--- config.mk ---
export PLATFORM = sky130hd
export DESIGN_NAME = refresh_watchdog
export DESIGN_NICKNAME = d
export VERILOG_FILES = /design/src/rtl/wdg_pkg.sv /design/src/rtl/wdg_power_ctl.sv /design/src/rtl/wdg_window_ctr.sv /design/src/rtl/wdg_refresh_flag.sv /design/src/rtl/refresh_watchdog.sv
export SDC_FILE = /design/constraint.sdc
export NUM_CORES = 1
export LEC_CHECK = 0
export BUFFER_PORTS_ARGS = -buffer_cell sky130_fd_sc_hd__buf_4
export CORE_MARGIN = 2
export CORE_UTILIZATION = 59
export DETAILED_ROUTE_END_ITERATION = 8
export PLACE_DENSITY = 0.86
export SETUP_SLACK_MARGIN = 0.2
export SLEW_MARGIN = 0
export SYNTH_ARGS = -nofsm -noshare
export SYNTH_HDL_FRONTEND = slang
export SYNTH_SLANG_ARGS = --single-unit
--- constraint.sdc ---
create_clock -name clk -period 1.8 [get_ports clk]
set_clock_uncertainty 0.05 [all_clocks]
set_input_delay 0.36 -clock clk [delete_from_list [all_inputs] [get_ports clk]]
set_output_delay 0.36 -clock clk [all_outputs]
set_load 0.05 [all_outputs]
--- src/rtl/wdg_pkg.sv ---
package wdg_pkg;
  typedef enum logic [1:0] {
    PWR_RUN  = 2'd0,
    PWR_HALT = 2'd1,
    PWR_WAKE = 2'd2
  } pwr_state_e;

  localparam logic [1:0] LP_HALT        = 2'b00;
  localparam logic [1:0] LP_ACTIVE_HALT = 2'b01;
  localparam logic [1:0] LP_WAIT        = 2'b10;
  localparam logic [1:0] LP_SLOW        = 2'b11;
endpackage

--- src/rtl/wdg_power_ctl.sv ---
module wdg_power_ctl
  import wdg_pkg::*;
#(
  parameter int WAKE_DELAY = 4096
) (
  input  logic       clk,
  input  logic       rst_n,
  input  logic       halt_req,
  input  logic [1:0] lp_mode,
  input  logic       wake_irq,
  output pwr_state_e state,
  output logic       running
);
  localparam int DLY_W = (WAKE_DELAY > 1) ? $clog2(WAKE_DELAY) : 1;
  localparam logic [DLY_W-1:0] DLY_LAST = DLY_W'(WAKE_DELAY - 1);

  pwr_state_e           state_q;
  logic [DLY_W-1:0]     dly_q;

  always_ff @(posedge clk or negedge rst_n) begin
    if (!rst_n) begin
      state_q <= PWR_RUN;
      dly_q   <= '0;
    end else begin
      case (state_q)
        PWR_RUN: begin
          if (halt_req && lp_mode == LP_HALT) state_q <= PWR_HALT;
        end
        PWR_HALT: begin
          if (wake_irq) begin
            state_q <= PWR_WAKE;
            dly_q   <= '0;
          end
        end
        PWR_WAKE: begin
          if (dly_q == DLY_LAST) begin
            state_q <= PWR_RUN;
            dly_q   <= '0;
          end else begin
            dly_q <= dly_q + 1'b1;
          end
        end
        default: state_q <= PWR_RUN;
      endcase
    end
  end

  assign state   = state_q;
  assign running = (state_q == PWR_RUN);
endmodule

--- src/rtl/wdg_window_ctr.sv ---
module wdg_window_ctr #(
  parameter int WIN_CLKS = 16000,
  parameter int CNT_W    = $clog2(WIN_CLKS)
) (
  input  logic             clk,
  input  logic             rst_n,
  input  logic             armed,
  input  logic             running,
  output logic             win_end,
  output logic [CNT_W-1:0] count
);
  localparam logic [CNT_W-1:0] CNT_LAST = CNT_W'(WIN_CLKS - 1);

  logic [CNT_W-1:0] cnt_q;

  assign win_end = armed && running && (cnt_q == CNT_LAST);

  always_ff @(posedge clk or negedge rst_n) begin
    if (!rst_n) begin
      cnt_q <= '0;
    end else if (armed && running) begin
      if (win_end) cnt_q <= '0;
      else         cnt_q <= cnt_q + 1'b1;
    end
  end

  assign count = cnt_q;
endmodule

--- src/rtl/wdg_refresh_flag.sv ---
module wdg_refresh_flag (
  input  logic clk,
  input  logic rst_n,
  input  logic running,
  input  logic win_end,
  input  logic set_strobe,
  output logic flag,
  output logic rst_pulse
);
  logic flag_q;
  logic pulse_q;

  always_ff @(posedge clk or negedge rst_n) begin
    if (!rst_n) begin
      flag_q  <= 1'b0;
      pulse_q <= 1'b0;
    end else begin
      pulse_q <= win_end && !flag_q && !set_strobe;
      if (win_end)                    flag_q <= 1'b0;
      else if (running && set_strobe) flag_q <= 1'b1;
    end
  end

  assign flag      = flag_q;
  assign rst_pulse = pulse_q;
endmodule

--- src/rtl/refresh_watchdog.sv ---
module refresh_watchdog
  import wdg_pkg::*;
#(
  parameter int WIN_CLKS   = 16000,
  parameter int WAKE_DELAY = 4096
) (
  input  logic       clk,
  input  logic       rst_n,
  input  logic       arm_i,
  input  logic       refresh_set_i,
  input  logic       halt_req_i,
  input  logic       wake_irq_i,
  input  logic [1:0] lp_mode_i,
  output logic       wdg_rst_o,
  output logic       refresh_flag_o
);
  localparam int CNT_W = $clog2(WIN_CLKS);

  logic             armed_q;
  logic             running;
  logic             win_end;
  logic [CNT_W-1:0] win_count;
  pwr_state_e       pwr_state;

  always_ff @(posedge clk or negedge rst_n) begin
    if (!rst_n)     armed_q <= 1'b0;
    else if (arm_i) armed_q <= 1'b1;
  end

  wdg_power_ctl #(.WAKE_DELAY(WAKE_DELAY)) u_pwr (
    .clk      (clk),
    .rst_n    (rst_n),
    .halt_req (halt_req_i),
    .lp_mode  (lp_mode_i),
    .wake_irq (wake_irq_i),
    .state    (pwr_state),
    .running  (running)
  );

  wdg_window_ctr #(.WIN_CLKS(WIN_CLKS), .CNT_W(CNT_W)) u_win (
    .clk     (clk),
    .rst_n   (rst_n),
    .armed   (armed_q),
    .running (running),
    .win_end (win_end),
    .count   (win_count)
  );

  wdg_refresh_flag u_flag (
    .clk        (clk),
    .rst_n      (rst_n),
    .running    (running),
    .win_end    (win_end),
    .set_strobe (refresh_set_i),
    .flag       (refresh_flag_o),
    .rst_pulse  (wdg_rst_o)
  );
endmodule

==> results of run 1 <==
==> metrics by stage <==
stage	hold WS [ps]	instance area (um2)	power [W]	worst slack [ps]
detailed placement	262	1760	0.00166	184
global placement	253	1760	0.00162	228
global route	108	1920	0.00239	176
floorplan	14.4	1670	0.00151	299
finish	125	1920	0.00225	265
CTS	117	1860	0.00219	204
==> state kept, by name, indices dropped and copies added (netlist names) <==
signal and flops:
armed_q 1, u_pwr.dly_q 12, u_pwr.state 2, u_flag.rst_pulse 1, u_flag.flag 1, u_win.count 14
==> cell usage after synthesis (3+ instances only) <==
master / instances
dfrtp_1: 31
nand2_1: 20
nand3_1: 10
nor2_1: 10
xnor2_1: 10
nand4_1: 9
o21ai_0: 7
a21oi_1: 6
and2_1: 5
inv_1: 5
a31oi_1: 4
and3_1: 3
and4_1: 3
clkbuf_1: 3
nor2b_1: 3
nor3_1: 3
o31ai_1: 3
==> repair_timing <==
item / CTS / global route
hold buffers: 1 / 0
endpoints found under the hold margin: 31 / 0
endpoints found under the setup margin: 10 / 17
resized for setup: 1 / 5
pin swaps: 3 / 3
setup buffers: 1 / 3
==> layer usage <==
layer	track usage	wire, um	vias up
li1	-	-	655
met5	0	0	-
met4	0.136	124	0
met1	0.292	1380	691
met3	0.0658	187	15
met2	0.402	1950	49
==> final cells by class <==
class	instances	share of cell area
clock buffer	6	0.0215
clock inverter	1	0.0157
inverter	5	0.00979
multi-input combinational	127	0.450
sequential	31	0.405
tap	31	0.0202
timing repair buffer	18	0.0783
==> worst max-delay path, stage by stage, from the launching register on <==
cell	delay, ps
dfrtp_1	410
ha_1	200
and2_4	180
nand4_1	70
buf_4	180
a31oi_2	210
o21ai_0	110
==> power breakdown <==
group          total [W]  leakage, nW  internal (W)  switching, W
clock           0.000519       0.0383      0.000286      0.000233
sequential       0.00100        0.406      0.000839      0.000163
combinational   0.000726        0.358      0.000312      0.000414
total            0.00225        0.802       0.00144      0.000810
==> layout by cell type, fill, tap and decap left out, drive strengths merged, types with 4 or more instances in the layout <==
| master | count |
|---|---|
| dfrtp | 31 |
| nand2 | 20 |
| buf | 17 |
| nand3 | 11 |
| xnor2 | 10 |
| nor2 | 10 |
| nand4 | 9 |
| o21ai | 7 |
| a21oi | 7 |
| clkbuf | 6 |
| inv | 5 |
| and2 | 5 |
| and4 | 4 |
| a31oi | 4 |
| nor3 | 4 |
==> kinds of logic after synthesis <==
family | count (synthesis)
AOI/OAI and AO/OA | 29
xor gates and xnor gates | 10
adders and majority gates | 2
buffers and inverters | 13
DFF | 31
muxes | 2
and+or+nand+nor | 84
==> path summary, 6_finish.rpt <==
| path | slack [ps] | end | from |
|---|---|---|---|
| worst min register to register | 430 | u_flag.rst_pulse | u_flag.flag |
| worst max-delay path | 260 | u_pwr.dly_q[3] | u_pwr.dly_q[0] |
| min in group asynchronous | 420 | u_win.count[1] | rst_n |
| max in group asynchronous | 980 | u_pwr.dly_q[7] | rst_n |
| worst min-delay path | 130 | u_flag.rst_pulse | refresh_set_i |
| worst max register to register | 260 | u_pwr.dly_q[3] | u_pwr.dly_q[0] |
==> results.py, run 1 <==
metrics = {
    "outcome": {
        "outcome": "complete, no violations",
    },
    "synth": {
        "synth_ff_type": "dfrtp_1",
        "yosys_warnings": 0,
        "synth_simple_gate_area_frac": 0.305,
        "synthTopCellsByArea": "dfrtp_1, xnor2_1, nand2_1",
        "synth_top_family_by_area": "simple AND/OR/NAND/NOR gates",
        "netlist_instances": 171,
        "ys_seq_area_frac": 0.463,
        "synth_mux_area_frac": 0.0120,
        "synthArstFlopShare": 1.00,
        "synth_seq_cells": 31,
        "synth_nets": 181,
        "avgSynthCellArea_um2": 9.79,
        "synth_compound_area_frac": 0.112,
        "synth_cell_types": 45,
        "synth_adder_area_share": 0.0149,
        "synth_area_leader_cell": "dfrtp_1",
        "synthXorXnorAreaFrac": 0.0523,
        "synth_top_area_frac": 0.463,
        "synth_edf_count": 0,
        "syn-cell-area_um2": 1670,
    },
    "final_layout": {
        "nFillCells": 208,
        "final_cells": 219,
        "regArea_um2": 776,
        "fin_util": 0.701,
        "layout-drive-gt1-share": 0.197,
        "fin_nets": 198,
        "multi_input_area_um2": 862,
        "area_growth_pct": 14.5,
        "diodes": 0,
    },
    "clock_network": {
        "cts_root_buf": "clkbuf_4",
        "h-tree-depth": 2,
        "cts_inserted_buffers": 5,
        "cts_sinks": 31,
        "clk_pin_slew_ps": 90,
        "insertion_delay_ps": 330,
        "cts_tree": "built",
        "cts_buffer_depth": 2,
    },
    "setup_path": {
        "required_ps": 1960,
        "crit_type": "reg2reg",
        "reg2reg_depth": 6,
        "critPathCaptureType": "flip-flop",
        "worstPathArrival_ps": 1700,
        "cp-start-kind": "flip-flop",
        "critPathMaxFanout": 7,
    },
    "grt": {
        "grt_pass1_wl_mm": 6.11,
        "grt_overflow_total": 0,
        "antenna_found_initial": 0,
        "grt_usage": 0.245,
        "grt_max_degree": 32,
        "grt_pass1_vias": 1404,
    },
    "drt": {
        "firstDrtPassIters": 5,
        "drt_wl_total_mm": 3.64,
        "vias_per_cell": 6.44,
        "num_vias": 1410,
        "drc": 0,
        "post_drt_wl_per_cell_um": 16.6,
        "detail-route-antenna-nets": 0,
        "first_iter_violations": 144,
    },
    "timing": {
        "maxSlewViolCount": 0,
        "setup_tns_ps": 0,
        "max_freq_mhz": 651,
        "slew_headroom": 0.665,
        "rsz0062_at_grt": "true",
        "hold_viol": 0,
        "setup_violations": 0,
        "period_minus_slack_ps": 1540,
        "worstMarginPinSlew_ps": 502,
        "period_share": 0.853,
    },
    "placed_design": {
        "port_buffers": 9,
        "globalplace.congestion": 0.899,
        "dp_cells": 207,
        "dp.final_hpwl_mm": 2.42,
    },
    "floorplanning": {
        "fp-row-count": 19,
        "die_w_um": 57.3,
        "core_um2": 2730,
        "dieHeight_um": 57.3,
        "start_util": 0.612,
        "die_area_um2": 3280,
        "ios": 10,
    },
    "power": {
        "p_leak_nw": 0.802,
        "power_density_nw_per_um2": 1170,
        "irDropWorstVdd_v": 0.00119,
    },
    "min_path": {
        "hp-class": "in2reg",
        "min_delay_path_depth": 2,
    },
    "job": {
        "max-cap-violations": 0,
    },
}
(Power assumes the default switching activity.)
==> inputs of run 2 (changes only) <==
- REMOVE_ABC_BUFFERS: default -> 1
==> run 2 against run 1 <==
  * Design area fell by 1.5%
  * Sequential cell count did not move
  * Die area stayed put
  * Critical path depth fell by 1
  * First-iteration DRC count fell by 38%
  * Sequential power about the same
  * Highest routed layer unchanged
==> results.py, run 2 (synthesized netlist as in run 1, its figures left out) <==
metrics = {
    "final_layout": {
        "nFillCells": 215,
        "regArea_um2": 777,
        "largest_reg_flops": 14,
        "layout-drive-gt1-share": 0.212,
        "finalInstanceArea_um2": 1890,
        "area_growth_pct": 12.8,
        "fin_nets": 202,
        "diodes": 0,
        "final_common_cell": "dfrtp_1",
        "fin_util": 0.691,
        "multi_input_area_um2": 833,
        "layout_common_cells": "dfrtp_1, buf_4, nand2_1",
    },
    "floorplanning": {
        "die_area_um2": 3280,
        "core_um2": 2730,
        "start_util": 0.612,
        "ios": 10,
        "dieHeight_um": 57.3,
        "fp-row-count": 19,
        "die_w_um": 57.3,
    },
    "placed_design": {
        "globalplace.congestion": 0.845,
        "port_buffers": 9,
        "placed_area_um2": 1770,
        "dp.final_hpwl_mm": 2.41,
        "place_ws_ps": 157,
    },
    "setup_path": {
        "cp-start-kind": "flip-flop",
        "reg2reg_depth": 5,
        "rr_endpoint": "u_win.count[13]",
        "regToRegSetupSlack_ps": 300,
        "critPathMaxFanout": 7,
        "critPathCaptureType": "flip-flop",
        "worstPathArrival_ps": 1690,
        "required_ps": 1980,
        "r2r_start": "u_pwr.state[1]",
        "crit_type": "reg2reg",
    },
    "min_path": {
        "hp-class": "in2reg",
        "whs_endpoint": "u_flag.rst_pulse",
        "min-delay-start": "refresh_set_i",
        "min_delay_path_depth": 2,
    },
    "drt": {
        "firstDrtPassIters": 4,
        "drc": 0,
        "post_drt_wl_per_cell_um": 15.5,
        "first_iter_violations": 90,
        "detail-route-antenna-nets": 0,
        "num_vias": 1410,
        "drt_wl_total_mm": 3.47,
        "vias_per_cell": 6.29,
    },
    "timing": {
        "worst_slack_ps": 295,
        "worstMarginPinSlew_ps": 426,
        "slew_headroom": 0.716,
        "period_share": 0.836,
        "rsz0062_at_grt": "false",
        "hold_viol": 0,
        "maxSlewViolCount": 0,
        "setup_violations": 0,
        "setup_tns_ps": 0,
        "period_minus_slack_ps": 1500,
        "max_freq_mhz": 665,
    },
    "grt": {
        "grt_pass1_wl_mm": 5.91,
        "antenna_found_initial": 0,
        "grt_overflow_total": 0,
        "grt_max_degree": 32,
        "grt_pass1_vias": 1390,
        "grt_usage": 0.237,
    },
    "power": {
        "p_leak_nw": 0.809,
        "p_total_w": 0.00214,
        "irDropWorstVdd_v": 0.00107,
        "power_density_nw_per_um2": 1130,
    },
    "clock_network": {
        "cts_inserted_buffers": 5,
        "cts_buffer_depth": 2,
        "h-tree-depth": 2,
        "insertion_delay_ps": 340,
        "cts_tree": "built",
        "cts_sinks": 31,
        "cts_root_buf": "clkbuf_4",
        "clk_pin_slew_ps": 110,
    },
    "outcome": {
        "outcome": "complete, no violations",
    },
    "job": {
        "max-cap-violations": 0,
    },
}
-- run 2: cell types whose count changed in the layout (fill, tap and decap cells not counted), sizes merged --
cell | previous run | this run
buf | 17 | 21
clkbuf | 6 | 5
bufinv | 1 | 0
clkinv | 0 | 3
-- run 2: report_power, final --
part / total, W / internal (W) / switching, W
Combinational: 0.000732 / 0.000325 / 0.000407
Clock: 0.000399 / 0.000145 / 0.000254
Sequential: 0.00101 / 0.000841 / 0.000166
-- run 2: how the worst max path moves through the flow --
stage	startpoint	endpoint	slack, ps	cells past startpoint
detailed placement	u_pwr.state[1]	u_flag.rst_pulse	160	4
global placement	u_pwr.state[1]	u_flag.rst_pulse	220	4
finish	u_pwr.state[1]	u_win.count[13]	300	5
CTS	u_win.count[3]	u_win.count[13]	220	4
floorplan	u_pwr.state[1]	u_pwr.dly_q[10]	160	4
global route	u_pwr.state[1]	u_win.count[13]	200	5
-- run 2: area by class of cell --
cell class | count | share of cell area
multi-input combinational | 127 | 0.441
clock inverter | 3 | 0.00795
tap | 31 | 0.0205
sequential | 31 | 0.412
timing repair buffer | 22 | 0.0888
inverter | 5 | 0.00994
clock buffer | 5 | 0.0199
-- run 2: critical path, stage by stage (launching register included) --
cell	delay, ps
dfrtp_2	450
nand4bb_1	190
buf_4	180
nor4_4	290
nand2_1	100
mux2i_1	120
-- run 2: per-stage QoR --
stage,hold slack (ps),instances
2_1_floorplan,14.4,163
5_1_grt,107,224
4_1_cts,105,220
3_5_place_dp,261,208
3_3_place_gp,258,208
6_report,120,224
-- run 2: repair_timing --
| item | CTS | global route |
|---|---|---|
| buffers inserted | 3 | 4 |
| resized for setup | 0 | 3 |
| endpoints found under the hold margin | 31 | 0 |
| hold buffers | 1 | 0 |
| endpoints found under the setup margin | 6 | 10 |
| pin swaps | 2 | 1 |
-- run 2: per-layer routing --
metal	GRT usage	wire, um	up-vias
met4	0.143	84	0
met5	0	0	-
li1	-	-	663
met2	0.417	1910	32
met3	0.0703	118	10
met1	0.247	1350	705
